$ cat src/rtl/rsc_pkg.sv
package rsc_pkg;
  localparam int STAT_W   = 8;
  localparam int EN_BIT   = 7;
  localparam int CAUSE_W  = 3;
  localparam int RSVD_W   = EN_BIT - CAUSE_W;

  typedef enum logic [CAUSE_W-1:0] {
    CAUSE_EXT = 3'b001,
    CAUSE_SW  = 3'b010,
    CAUSE_WDT = 3'b100
  } cause_e;
endpackage

$ cat src/rtl/rsc_por_sync.sv
module rsc_por_sync #(
  parameter int STAGES = 2
) (
  input  logic clk,
  input  logic por_n,
  output logic rst_n_out
);
  logic [STAGES-1:0] sync_q;
  logic [STAGES-1:0] sync_d;

  always_comb begin
    sync_d = {sync_q[STAGES-2:0], 1'b1};
  end

  always_ff @(posedge clk or negedge por_n) begin
    if (!por_n) sync_q <= '0;
    else        sync_q <= sync_d;
  end

  assign rst_n_out = sync_q[STAGES-1];
endmodule

$ cat src/rtl/rsc_cause_arb.sv
module rsc_cause_arb
  import rsc_pkg::*;
(
  input  logic   ext_req,
  input  logic   sw_req,
  input  logic   wdt_req,
  output logic   evt_ext,
  output logic   evt_int,
  output cause_e int_cause
);
  // external level dominates; watchdog ranks above software
  always_comb begin
    evt_ext   = ext_req;
    evt_int   = !ext_req && (sw_req || wdt_req);
    int_cause = wdt_req ? CAUSE_WDT : CAUSE_SW;
  end
endmodule

$ cat src/rtl/rsc_pulse_timer.sv
module rsc_pulse_timer #(
  parameter int LEN = 256
) (
  input  logic clk,
  input  logic rst_n,
  input  logic start,
  input  logic abort,
  input  logic arm_in,
  output logic busy,
  output logic fire
);
  localparam int CNT_W = $clog2(LEN + 1);
  localparam logic [CNT_W-1:0] LOAD_VAL = CNT_W'(LEN);

  logic [CNT_W-1:0] cnt_q, cnt_d;
  logic             arm_q, arm_d;
  logic             cnt_en;

  always_comb begin
    cnt_d  = cnt_q;
    arm_d  = arm_q;
    cnt_en = abort || start || (cnt_q != '0);
    if (abort) begin
      cnt_d = '0;
      arm_d = 1'b0;
    end else if (start) begin
      cnt_d = LOAD_VAL;
      arm_d = arm_in;
    end else if (cnt_q != '0) begin
      cnt_d = cnt_q - 1'b1;
    end
  end

  always_ff @(posedge clk or negedge rst_n) begin
    if (!rst_n) begin
      cnt_q <= '0;
      arm_q <= 1'b0;
    end else if (cnt_en) begin
      cnt_q <= cnt_d;
      arm_q <= arm_d;
    end
  end

  assign busy = (cnt_q != '0);
  assign fire = busy && arm_q;
endmodule

$ cat src/rtl/rst_src_ctrl.sv
module rst_src_ctrl
  import rsc_pkg::*;
#(
  parameter int PULSE_LEN   = 256,
  parameter int SYNC_STAGES = 2
) (
  input  logic              clk,
  input  logic              por_n,
  input  logic              ext_rst_req,
  input  logic              sw_rst_req,
  input  logic              wdt_rst_req,
  input  logic              reg_wr,
  input  logic [STAT_W-1:0] reg_wdata,
  output logic [STAT_W-1:0] reg_rdata,
  output logic              sys_rst,
  output logic              rst_out_n
);
  logic   rst_n_int;
  logic   evt_ext, evt_int;
  cause_e int_cause;
  logic   busy, fire;

  logic   ext_q, ext_d;
  logic   en_q, en_d;
  cause_e cause_q, cause_d;
  logic   stat_en;

  rsc_por_sync #(.STAGES(SYNC_STAGES)) u_sync (
    .clk       (clk),
    .por_n     (por_n),
    .rst_n_out (rst_n_int)
  );

  rsc_cause_arb u_arb (
    .ext_req   (ext_rst_req),
    .sw_req    (sw_rst_req),
    .wdt_req   (wdt_rst_req),
    .evt_ext   (evt_ext),
    .evt_int   (evt_int),
    .int_cause (int_cause)
  );

  rsc_pulse_timer #(.LEN(PULSE_LEN)) u_timer (
    .clk    (clk),
    .rst_n  (rst_n_int),
    .start  (evt_int),
    .abort  (evt_ext),
    .arm_in (en_q),
    .busy   (busy),
    .fire   (fire)
  );

  always_comb begin
    ext_d   = ext_rst_req;
    en_d    = reg_wr ? reg_wdata[EN_BIT] : en_q;
    cause_d = cause_q;
    if (evt_ext)      cause_d = CAUSE_EXT;
    else if (evt_int) cause_d = int_cause;
    stat_en = reg_wr || evt_ext || evt_int;
  end

  always_ff @(posedge clk or negedge rst_n_int) begin
    if (!rst_n_int) ext_q <= 1'b0;
    else            ext_q <= ext_d;
  end

  always_ff @(posedge clk or negedge rst_n_int) begin
    if (!rst_n_int) begin
      en_q    <= 1'b0;
      cause_q <= CAUSE_EXT;
    end else if (stat_en) begin
      en_q    <= en_d;
      cause_q <= cause_d;
    end
  end

  assign reg_rdata = {en_q, {RSVD_W{1'b0}}, cause_q};
  assign sys_rst   = !rst_n_int || ext_q || busy;
  assign rst_out_n = !fire;
endmodule

$ cat config.mk
export PLATFORM = sky130hd
export DESIGN_NAME = rst_src_ctrl
export DESIGN_NICKNAME = d
export VERILOG_FILES = /design/src/rtl/rsc_pkg.sv /design/src/rtl/rsc_por_sync.sv /design/src/rtl/rsc_cause_arb.sv /design/src/rtl/rsc_pulse_timer.sv /design/src/rtl/rst_src_ctrl.sv
export SDC_FILE = /design/constraint.sdc
export NUM_CORES = 1
export LEC_CHECK = 0
export BUFFER_PORTS_ARGS = -buffer_cell sky130_fd_sc_hd__buf_2
export CORE_MARGIN = 1.5
export CORE_UTILIZATION = 25
export DETAILED_ROUTE_END_ITERATION = 10
export GPL_TIMING_DRIVEN = 0
export PLACE_DENSITY = 0.52
export SLEW_MARGIN = 30
export SYNTH_ARGS = -nofsm -noshare
export SYNTH_HDL_FRONTEND = slang
export SYNTH_SLANG_ARGS = --single-unit
$ cat constraint.sdc
create_clock -name clk -period 2.6 [get_ports clk]
set_input_delay 0.52 -clock clk [delete_from_list [all_inputs] [get_ports clk]]
set_output_delay 0.52 -clock clk [all_outputs]
set_load 0.05 [all_outputs]
==> reports/summary.txt <==
Synth area leader -> dfrtp_1
Worst path required time -> 2.08 ns
N_diodes -> 0
WP buf/inv -> 1
Detailed Routing Iterations Pass 1 -> 4
Fillers -> 305
Top-area cell type share of the netlist area -> 51.04%
Max Clk Rate -> 359.2 MHz
Slowest cell on crit path -> or4_4
Total core area -> 0.003028 sq mm
Failing checks -> setup timing
Setup crit start kind -> register
Largest net degree at the start of global routing -> 17
Pwr dens -> 580.1 mW/mm^2
Peak VDD IR -> 0.0002522 V
Drt total wl -> 1387 um
Endpoint class of the critical path -> output pin
Average via count per standard cell -> 4.088
Post-Layout Cell Count -> 148
First-pass GRT wire length -> 2435 um
Placed insts -> 135
Congestion Overflow GR -> 0
Clock transition at the registers of the reported paths -> 0.09 ns
Part of the cycle the worst path needs -> 107.1%
Number of flops mapped to enable cells by yosys -> 0
CP delay by family, top -> simple AND/OR/NAND/NOR gates
Final worst slack -> -0.1840 ns
Synth Area per Inst -> 10.32 sq um
Worst-skew pair later-pin latency -> 0.28 ns
Hold WC Path Type -> register to async pin
Seq/Total Area, Yosys -> 54.39%
Synth warn -> 0
Most frequent cells in the layout -> 16 x dfrtp_1, 13 x buf_4, 10 x buf_2
Post-synth ARST share -> 100.0%
Layout cells sized above 1 -> 38.46%
TritonCTS clock tree -> done
Kind of critical path -> register to output pin
M1 WL -> 635 um
Post-Synthesis Cells -> 76
RSZ-0062 raised after global routing -> true
Final hold violation count -> 0
GPL Wtd Cong -> 0.7526
Reg area -> 426.7 sq um
CTS root buf -> clkbuf_4
Setup TNS -> -0.2904 ns
Outcome -> finished with violations
Max_slew headroom -> 59.09%
Synth unique cells -> 29
Initial antenna violation count -> 0
Num Clock Sinks -> 17
P_leak -> 0.0005033 uW
Slew @ Worst Pin -> 0.6137 ns
Final Max Slew Viols -> 0
Die area -> 0.003483 sq mm
Num CTS Buffers -> 3
Area Overhead vs Synth -> 33.17%
Detail Route Antenna Nets -> 0
Synthesized area -> 784.5 sq um
Crit path arrival time -> 2.26 ns
Starting Density -> 25.91%
Input/output buffers -> 12
Commonest non-fill, non-tap cell in the layout -> dfrtp_1
Post-detail-place hpwl -> 948.2 um
Routed wire per std cell -> 9.372 um
Post-layout min period -> 2.784 ns
Final-stage net count -> 120
Area contributors post-synth -> dfrtp_1 51%, buf_4 4.8%, a21oi_1 4.5%, nor2_1 4.3%, dfstp_2 3.3%
Site row count -> 20
Clk_skew -> 0.001158 ns
IO Count -> 24
H-tree depth -> 1
Endpoints failing setup -> 2
Metal3 WL -> 54 um
Die H -> 59.02 um
Crit-path most repeated cell -> or4_4
DRC Markers -> 0
Met2 routed WL -> 694 um
Die width -> 59.02 um
Max-Cap Viols -> 0
Area of the multi-input gates -> 322.8 sq um
Top FF cell, synth -> dfrtp_1
First-iteration detailed-routing DRC count -> 8
Seq cells post-synth -> 17
Crit-path max cell delay -> 0.54 ns
DR vias -> 605
Number of global-route vias before repair -> 583
Critical-path cell list -> or4_4 -> or4_4 -> or3b_4 -> buf_8
DR top layer -> met4
Crit path max fanout -> 3
GRT Util Overall -> 9.308%
Clock Path Buffers -> 2
[repair_timing]
action,in CTS,in global routing
cloned,0,0
setup buffers,6,3
hold buffers,1,0
gates resized for setup,11,1
endpoints found under the setup margin,2,2
endpoints found under the hold margin,2,0
pin swaps,4,3
[cell type report]
| cell class | instances | area share, % |
|---|---|---|
| flip-flops and latches | 17 | 40.84 |
| multi-input cells | 52 | 30.90 |
| repair buffers | 22 | 15.45 |
| well taps | 44 | 5.269 |
| plain buffers | 6 | 3.952 |
| clock buffers | 4 | 2.515 |
| inverters | 3 | 1.078 |
[routing by layer]
| layer | GRT usage [%] | up-vias |
|---|---|---|
| met2 | 15.56 | 13 |
| met3 | 1.528 | 2 |
| met5 | 0 | - |
| met4 | 4.870 | 0 |
| li1 | - | 310 |
| met1 | 11.50 | 280 |
[cells by family after synthesis]
logic type / share of synthesized area (%)
AND/OR/NAND/NOR: 17.22
AO/OA/AOI/OAI: 13.40
flip-flops: 54.39
buffers and inverters: 7.336
other: 0.9573
XOR/XNOR: 2.233
multiplexers: 2.871
adder cells (fa/ha/maj): 1.595
[power by group]
group / internal, uW / total [uW] / switching, uW
registers: 280 / 295 / 14.9
logic: 83.8 / 178 / 93.9
clock network: 59.5 / 133 / 73.9
[flip-flops by register name (all words and copies together) (netlist names)]
register	count
u_timer.cnt_q	9
cause_q	3
u_sync.sync_q	2
en_q	1
ext_q	1
u_timer.arm_q	1
[synthesized netlist by cell type (2+ instances only)]
cell	count
dfrtp_1	16
nor2_1	9
a21oi_1	7
buf_4	5
o21ai_0	5
inv_1	3
nand2_1	3
o31ai_1	3
conb_1	2
mux2_2	2
or3_1	2
or3_2	2
[stage by stage]
stage / hold slack (ns) / setup WS (ns) / power, uW / util (%) / instance area (sq um)
after global routing: 0.3248 / -0.2294 / 640.4 / 34.50 / 1045
after global placement: 0.2691 / -0.1185 / 443.5 / 30.17 / 913.4
after CTS: 0.2872 / -0.2337 / 615.7 / 34.01 / 1030
final: 0.2575 / -0.1840 / 606.1 / 34.50 / 1045
after floorplan: 0.1915 / 0.06218 / 415.8 / - / 798.3
after detailed placement: 0.2828 / -0.1221 / 445.3 / 30.17 / 913.4
[path summary, 6_finish.rpt]
path	startpoint	to	slack (ns)	cells past startpoint
worst max-delay path	u_timer.cnt_q[7]	sys_rst	-0.18	4
max in group asynchronous	u_sync.sync_q[1]	cause_q[1]	1.95	0
worst max register to register	u_timer.cnt_q[1]	u_timer.cnt_q[5]	0.52	7
min in group clk	u_sync.sync_q[0]	u_sync.sync_q[1]	0.36	0
worst min-delay path	u_sync.sync_q[1]	u_timer.cnt_q[3]	0.26	0
worst min register to register	u_sync.sync_q[1]	u_timer.cnt_q[3]	0.26	0
Note: power is estimated with default switching activity, not from simulation.
